**src/rtl/auxfmt_pkg.sv**
```systemverilog
package auxfmt_pkg;
  localparam int HDR_BYTES = 4;
  localparam int ADDR_W    = 20;
  localparam int CMD_W     = 4;

  typedef enum logic [2:0] {
    RC_OK      = 3'd0,
    RC_TIMEOUT = 3'd1,
    RC_FLAGS   = 3'd2,
    RC_IOERR   = 3'd3,
    RC_TOOBIG  = 3'd4,
    RC_INVALID = 3'd5
  } rc_e;

  typedef enum logic [1:0] {
    ST_IDLE = 2'd0,
    ST_SEND = 2'd1,
    ST_WAIT = 2'd2
  } st_e;
endpackage

```
**src/rtl/aux_hdr_pack.sv**
```systemverilog
module aux_hdr_pack
  import auxfmt_pkg::*;
#(
  parameter int CNT_W = 5
) (
  input  logic [CMD_W-1:0]            cmd,
  input  logic [ADDR_W-1:0]           addr,
  input  logic [CNT_W-1:0]            len,
  input  logic                        is_write,
  output logic [HDR_BYTES-1:0][7:0]   hdr
);
  logic [CNT_W:0] total;
  logic [3:0]     size_code;
  logic [3:0]     len_code;

  always_comb begin
    total    = (CNT_W+1)'(len) + (CNT_W+1)'(HDR_BYTES);
    len_code = (len == '0) ? 4'd0 : 4'(len - CNT_W'(1));
    if (len == '0)
      size_code = 4'd3;
    else if (is_write)
      size_code = total[3:0];
    else
      size_code = 4'(HDR_BYTES);
    hdr[0] = addr[7:0];
    hdr[1] = addr[15:8];
    hdr[2] = {cmd, addr[19:16]};
    hdr[3] = {size_code, len_code};
  end
endmodule

```
**src/rtl/aux_reply_dec.sv**
```systemverilog
module aux_reply_dec
  import auxfmt_pkg::*;
#(
  parameter int CNT_W = 5
) (
  input  logic [7:0]       status,
  input  logic [7:0]       rx_cnt,
  input  logic [CNT_W-1:0] len,
  input  logic             is_write,
  output logic [2:0]       code,
  output logic [3:0]       reply,
  output logic [CNT_W-1:0] count
);
  always_comb begin
    code  = RC_OK;
    reply = 4'd0;
    count = '0;
    case (status)
      8'd1:    code = RC_TIMEOUT;
      8'd2:    code = RC_FLAGS;
      8'd3:    code = RC_IOERR;
      default: begin
        code  = RC_OK;
        reply = status[7:4];
        if (is_write)
          count = len;
        else if (rx_cnt > 8'(len))
          count = len;
        else
          count = rx_cnt[CNT_W-1:0];
      end
    endcase
  end
endmodule

```
**src/rtl/aux_req_fmt.sv**
```systemverilog
module aux_req_fmt
  import auxfmt_pkg::*;
#(
  parameter int MAX_LEN = 16,
  localparam int CNT_W  = $clog2(MAX_LEN + 1),
  localparam int LEN_W  = CNT_W + 1
) (
  input  logic                   clk,
  input  logic                   rst_n,
  input  logic                   req_valid,
  output logic                   req_ready,
  input  logic [3:0]             req_cmd,
  input  logic [19:0]            req_addr,
  input  logic [LEN_W-1:0]       req_len,
  input  logic [MAX_LEN*8-1:0]   req_payload,
  output logic                   tx_valid,
  input  logic                   tx_ready,
  output logic [7:0]             tx_data,
  output logic                   tx_last,
  input  logic                   rsp_valid,
  input  logic [7:0]             rsp_status,
  input  logic [7:0]             rsp_count,
  output logic                   res_valid,
  output logic [2:0]             res_code,
  output logic [3:0]             res_reply,
  output logic [CNT_W-1:0]       res_count
);
  localparam int MAXB  = MAX_LEN + HDR_BYTES;
  localparam int IDX_W = $clog2(MAXB + 1);
  localparam int PL_W  = (MAX_LEN > 1) ? $clog2(MAX_LEN) : 1;

  // reset: asynchronous assert, synchronous release
  logic [1:0] rs_q;
  logic       arst_n;
  always_ff @(posedge clk or negedge rst_n) begin
    if (!rst_n) rs_q <= 2'b00;
    else        rs_q <= {rs_q[0], 1'b1};
  end
  assign arst_n = rs_q[1];

  st_e                    st_q, st_d;
  logic [IDX_W-1:0]       idx_q, idx_d;
  logic [CMD_W-1:0]       cmd_q;
  logic [ADDR_W-1:0]      addr_q;
  logic [CNT_W-1:0]       len_q;
  logic                   wr_q;
  logic [7:0]             pl_q [MAX_LEN];
  logic                   resv_q, resv_d;
  logic [2:0]             code_q, code_d;
  logic [3:0]             reply_q, reply_d;
  logic [CNT_W-1:0]       cnt_q, cnt_d;

  logic                   accept, too_big, bad_cmd, load;
  logic [IDX_W-1:0]       n_bytes;
  logic                   at_last, tx_fire;
  logic [HDR_BYTES-1:0][7:0] hdr;
  logic [PL_W-1:0]        pl_sel;
  logic [2:0]             dec_code;
  logic [3:0]             dec_reply;
  logic [CNT_W-1:0]       dec_cnt;

  aux_hdr_pack #(.CNT_W(CNT_W)) u_hdr (
    .cmd(cmd_q), .addr(addr_q), .len(len_q), .is_write(wr_q), .hdr(hdr)
  );

  aux_reply_dec #(.CNT_W(CNT_W)) u_dec (
    .status(rsp_status), .rx_cnt(rsp_count), .len(len_q), .is_write(wr_q),
    .code(dec_code), .reply(dec_reply), .count(dec_cnt)
  );

  assign req_ready = (st_q == ST_IDLE) && arst_n;
  assign accept    = req_valid && req_ready;
  assign too_big   = req_len > LEN_W'(MAX_LEN);
  assign bad_cmd   = req_cmd[1];
  assign load      = accept && !too_big && !bad_cmd;
  assign n_bytes   = wr_q ? (IDX_W'(len_q) + IDX_W'(HDR_BYTES)) : IDX_W'(HDR_BYTES);
  assign at_last   = (idx_q == n_bytes - IDX_W'(1));
  assign tx_valid  = (st_q == ST_SEND);
  assign tx_fire   = tx_valid && tx_ready;
  assign tx_last   = tx_valid && at_last;
  assign pl_sel    = PL_W'(idx_q - IDX_W'(HDR_BYTES));
  assign tx_data   = (idx_q < IDX_W'(HDR_BYTES)) ? hdr[idx_q[1:0]] : pl_q[pl_sel];

  // next-state logic
  always_comb begin
    st_d    = st_q;
    idx_d   = idx_q;
    resv_d  = 1'b0;
    code_d  = code_q;
    reply_d = reply_q;
    cnt_d   = cnt_q;
    case (st_q)
      ST_IDLE: begin
        if (load) begin
          st_d  = ST_SEND;
          idx_d = '0;
        end else if (accept) begin
          resv_d  = 1'b1;
          code_d  = too_big ? RC_TOOBIG : RC_INVALID;
          reply_d = 4'd0;
          cnt_d   = '0;
        end
      end
      ST_SEND: begin
        if (tx_fire) begin
          idx_d = idx_q + IDX_W'(1);
          if (at_last) st_d = ST_WAIT;
        end
      end
      ST_WAIT: begin
        if (rsp_valid) begin
          st_d    = ST_IDLE;
          resv_d  = 1'b1;
          code_d  = dec_code;
          reply_d = dec_reply;
          cnt_d   = dec_cnt;
        end
      end
      default: st_d = ST_IDLE;
    endcase
  end

  // state registers
  always_ff @(posedge clk or negedge arst_n) begin
    if (!arst_n) begin
      st_q    <= ST_IDLE;
      idx_q   <= '0;
      resv_q  <= 1'b0;
      code_q  <= 3'd0;
      reply_q <= 4'd0;
      cnt_q   <= '0;
    end else begin
      st_q   <= st_d;
      idx_q  <= idx_d;
      resv_q <= resv_d;
      if (resv_d) begin
        code_q  <= code_d;
        reply_q <= reply_d;
        cnt_q   <= cnt_d;
      end
    end
  end

  // request fields, clock-enabled on acceptance
  always_ff @(posedge clk or negedge arst_n) begin
    if (!arst_n) begin
      cmd_q  <= '0;
      addr_q <= '0;
      len_q  <= '0;
      wr_q   <= 1'b0;
    end else if (load) begin
      cmd_q  <= req_cmd;
      addr_q <= req_addr;
      len_q  <= CNT_W'(req_len);
      wr_q   <= ~req_cmd[0];
    end
  end

  for (genvar g = 0; g < MAX_LEN; g++) begin : g_pl
    always_ff @(posedge clk or negedge arst_n) begin
      if (!arst_n)   pl_q[g] <= 8'd0;
      else if (load) pl_q[g] <= req_payload[8*g +: 8];
    end
  end

  assign res_valid = resv_q;
  assign res_code  = code_q;
  assign res_reply = reply_q;
  assign res_count = cnt_q;
endmodule

```
**config.mk**
```make
export PLATFORM = sky130hd
export DESIGN_NAME = aux_req_fmt
export DESIGN_NICKNAME = d
export VERILOG_FILES = /design/src/rtl/auxfmt_pkg.sv /design/src/rtl/aux_hdr_pack.sv /design/src/rtl/aux_reply_dec.sv /design/src/rtl/aux_req_fmt.sv
export SDC_FILE = /design/constraint.sdc
export NUM_CORES = 1
export LEC_CHECK = 0
export CAP_MARGIN = 10
export CORE_MARGIN = 5
export CORE_UTILIZATION = 33
export DETAILED_ROUTE_END_ITERATION = 7
export SLEW_MARGIN = 15
export SYNTH_ARGS = -nofsm -noshare
export SYNTH_HDL_FRONTEND = slang
export SYNTH_SLANG_ARGS = --single-unit
export TNS_END_PERCENT = 50
```
**constraint.sdc**
```tcl
create_clock -name clk -period 13.2 [get_ports clk]
set_input_delay 2.64 -clock clk [delete_from_list [all_inputs] [get_ports clk]]
set_output_delay 2.64 -clock clk [all_outputs]
set_load 0.05 [all_outputs]
```
==> impl_metrics.py <==
metrics = {
    "run_status": {
        "run_status": "finished, final reports clean",
    },
    "logic_synthesis": {
        "yosys_register_bits": 180,
        "synth.cell_area_sq_um": 8650,
        "ys_top_cells_by_area": "sky130_fd_sc_hd__dfrtp_1 52%, sky130_fd_sc_hd__nand2_1 21%, sky130_fd_sc_hd__mux4_2 8.6%, sky130_fd_sc_hd__mux2i_1 2.1%, sky130_fd_sc_hd__ha_1 1.7%",
        "netlist.top_cell.by_area": "sky130_fd_sc_hd__dfrtp_1",
        "synth.top_cells.by_count": "484 x sky130_fd_sc_hd__nand2_1, 180 x sky130_fd_sc_hd__dfrtp_1, 33 x sky130_fd_sc_hd__mux4_2, 30 x sky130_fd_sc_hd__o21ai_0, 22 x sky130_fd_sc_hd__clkbuf_1",
        "synth_adder_area_share_pct": 1.74,
        "muxShareOfSynthArea_pct": 11.6,
        "synth-xor-area-share_pct": 1.42,
        "postSynth.asyncResetShare_pct": 100,
        "synth_area_per_cell_sq_um": 9.31,
        "yosys_most_used_dff": "sky130_fd_sc_hd__dfrtp_1",
        "synth-edff-count": 0,
        "synth_fp_nets": 1120,
        "yosysUniqueCellTypes": 45,
        "synth_top_area_share_pct": 52.1,
        "simple_gate_portion_of_the_synthesized_area_pct": 23.8,
        "ys_warn_count": 0,
        "synth_seq_area_share_pct": 52.1,
        "synth_top_family_by_area": "simple AND/OR/NAND/NOR gates",
        "most_common_cell_in_the_netlist": "sky130_fd_sc_hd__nand2_1",
        "synth_compound_gate_area_share_pct": 4.85,
        "postSynthCellCount": 929,
    },
    "die": {
        "die_area_sq_um": 29600,
        "die_w_um": 172,
        "chipHeight_um": 172,
        "floorplan.initialDensity_pct": 33.4,
        "num_io_pins": 203,
        "core_area_sq_um": 25900,
        "std_cell_rows": 59,
    },
    "clocking": {
        "worst_skew_pair.late_latency_ps": 430,
        "root_buffer": "sky130_fd_sc_hd__clkbuf_16",
        "htree_levels": 4,
        "clkSinkCount": 180,
        "number_of_setup_buffers_added_after_cts": 0,
        "tritoncts.num_buffers": 17,
        "tritoncts": "yes",
        "hold_buffers": 0,
        "cts.clk_slew.worst_paths_ps": 70,
        "max-clock-path-buffers": 2,
        "cts_resized": 0,
    },
    "power_and_ir_drop": {
        "worst_vdd_rail_ir_drop_v": 0.000117,
        "powerDensity_nw_per_um2": 214,
        "leakage_nw": 5.37,
    },
    "hold_path": {
        "timing.hold.worst.class": "flop to asynchronous set/reset pin",
    },
    "global_route": {
        "grt_first_pass_wirelength_um": 37700,
        "global_route.usage.met2_pct": 25.9,
        "antenna_violations_before_repair": 0,
        "grt.busiest_layer": "met2",
        "global_route_usage_over_all_layers_pct": 16.5,
        "overflow": 0,
        "grt_pass1_vias": 6965,
        "met1_routing_resource_usage_after_global_routing_pct": 23.6,
        "grt_start_max_net_pins": 105,
        "grt_util_met3_pct": 4.07,
    },
    "route": {
        "routed_via_density": 4.70,
        "detail_route.iter0.violations": 416,
        "firstDrtPassIters": 5,
        "post-route-drc-count": 0,
        "final_antenna_net_count": 0,
        "vias": 6822,
        "wl_per_cell_um": 16.8,
        "routed_wl_um": 24400,
    },
    "final_layout": {
        "layout.nets": 1293,
        "fillCellCount": 2516,
        "fraction_of_final_layout_cells_with_drive_strength_greater_than_1_pct": 7.71,
        "areaGrowthSynthToFinish_pct": 32.0,
        "antenna-diode-count": 0,
        "design_area_sq_um": 11400,
    },
    "sta": {
        "timing.final.max_slew_violations": 0,
        "worst_pin_slew_ps": 1120,
        "max_freq_ghz": 0.161,
        "finalSetupTns_ps": 0,
        "setup_violations": 0,
        "finalHoldViolCount": 0,
        "worst_clock_skew_ps": 9.05,
        "rsz0062_at_grt": "false",
        "finalCritPeriodShare_pct": 47.0,
        "fin_worst_hold_slack_ps": 295,
        "timing.final.ws_setup_ps": 7000,
        "period_needed_ps": 6200,
        "timing.max_slew.rel_slack_pct": 25.5,
    },
    "worst_setup_path": {
        "setup.worst_path.end": "tx_data[2]",
        "r2r-start": "rs_q[1]",
        "worst_setup_path_end_kind": "output pin",
        "crit_required_ps": 10560,
        "critical_path.slowest_cell": "sky130_fd_sc_hd__dfrtp_4",
        "worst-endpoint-arrival_ps": 3560,
        "r2r-end": "pl_q[93]",
        "crit_fanout": 54,
        "crit_path_category": "flop to output pin",
        "crit_path_cell_trace": "mux4_2 > mux2_2 > a22oi_1 > o21ai_0 > clkdlybuf4s50_1",
        "ff2ff_path_depth": 7,
        "setup.reg_to_reg.worst_slack_ps": 9810,
        "cp_top_family": "flip-flops",
        "crit_cells": 5,
        "worst_path_buf_inv": 1,
        "worstSetupStartpoint": "idx_q[0]",
        "highest_cell_delay_on_the_worst_timing_path_ps": 1070,
        "timing.critical_path.from_type": "flop",
    },
    "placement": {
        "pre_cts_ws_ps": 7390,
        "dp_hpwl_um": 17500,
        "portBuffers": 202,
        "dpl-instance-area_sq_um": 10800,
        "gp_routability_congestion": 0.799,
    },
    "run": {
        "maxCapViolCount": 0,
    },
}
## registers in the layout, summed over array words and instances (netlist names), 2 cells and up
signal     cells
res_reply      4
addr_q        20
cmd_q          4
pl_q         128
rs_q           2
len_q          5
res_count      5
idx_q          5
st_q           2
res_code       3
## through the flow
step / instances / utilization, % / power (mW)
CTS: 1450 / 44.1 / 2.47
global route: 1450 / 44.1 / 2.61
floorplan: 929 / - / 1.60
finish: 1450 / 44.1 / 2.44
global placement: 1418 / 41.8 / 1.93
detailed placement: 1418 / 41.8 / 1.95
## kinds of logic after synthesis
group	after synthesis
and+or+nand+nor	527
DFF	180
AOI/OAI and AO/OA	69
buffers and inverters	68
muxes	58
xor gates and xnor gates	14
adders and majority gates	12
other	1
## how the worst min path moves through the flow
stage,startpoint,endpoint,slack [ps],cells after the start
2_1_floorplan,rs_q[0],rs_q[1],330,0
3_3_place_gp,rs_q[1],pl_q[41],300,0
3_5_place_dp,rs_q[1],pl_q[37],300,0
4_1_cts,rs_q[1],pl_q[48],320,0
5_1_grt,rs_q[1],pl_q[41],340,0
6_report,rs_q[1],pl_q[41],290,0
## placed cells by master (no fill, tap or decap), types with 3 or more instances in the layout
cell type	n
sky130_fd_sc_hd__nand2_1	484
sky130_fd_sc_hd__a21oi_1	16
sky130_fd_sc_hd__a22o_1	3
sky130_fd_sc_hd__nand3_1	4
sky130_fd_sc_hd__clkinvlp_4	5
sky130_fd_sc_hd__buf_4	7
sky130_fd_sc_hd__o21ai_0	30
sky130_fd_sc_hd__o221ai_1	3
sky130_fd_sc_hd__and2_1	3
sky130_fd_sc_hd__nor3b_1	3
sky130_fd_sc_hd__a22oi_1	4
sky130_fd_sc_hd__inv_1	13
sky130_fd_sc_hd__nor2_1	11
sky130_fd_sc_hd__nand4_1	3
sky130_fd_sc_hd__mux2i_1	18
sky130_fd_sc_hd__nor2b_1	5
sky130_fd_sc_hd__xor2_1	7
sky130_fd_sc_hd__mux2_2	7
sky130_fd_sc_hd__clkdlybuf4s50_1	202
sky130_fd_sc_hd__xnor2_1	7
sky130_fd_sc_hd__ha_1	12
sky130_fd_sc_hd__mux4_2	33
sky130_fd_sc_hd__clkbuf_16	17
sky130_fd_sc_hd__nor3_1	4
sky130_fd_sc_hd__dfrtp_1	177
## routing by layer
layer  vias to the layer above  wire length, um
met4                         0              168
li1                       3349                -
met1                      3292            11400
met3                        12             1400
met2                       169            11400
met5                         -                0
## power breakdown
| part | total [mW] | switching (mW) | internal, mW |
|---|---|---|---|
| clock | 0.511 | 0.225 | 0.287 |
| combinational | 0.970 | 0.524 | 0.447 |
| sequential | 0.959 | 0.191 | 0.768 |
## worst reg2reg max path, cell delays in order, from the launching register on
cell and delay [ps]:
sky130_fd_sc_hd__dfrtp_4 740, sky130_fd_sc_hd__nor3b_1 400, sky130_fd_sc_hd__nand2_1 190, sky130_fd_sc_hd__nor3_4 180, sky130_fd_sc_hd__buf_4 540, sky130_fd_sc_hd__buf_4 910, sky130_fd_sc_hd__nand2_1 260, sky130_fd_sc_hd__nand2_1 110
## final cells by class
cell class                      count  area [sq um]  area share [%]
Clock inverter                     13           149            1.30
Tap cell                          335           419            3.67
Multi-Input combinational cell    681          3770            33.0
Timing Repair Buffer              209          2070            18.2
Clock buffer                       19           443            3.88
Inverter                           13          48.8           0.427
Sequential cell                   180          4510            39.5
(Power assumes the default switching activity.)
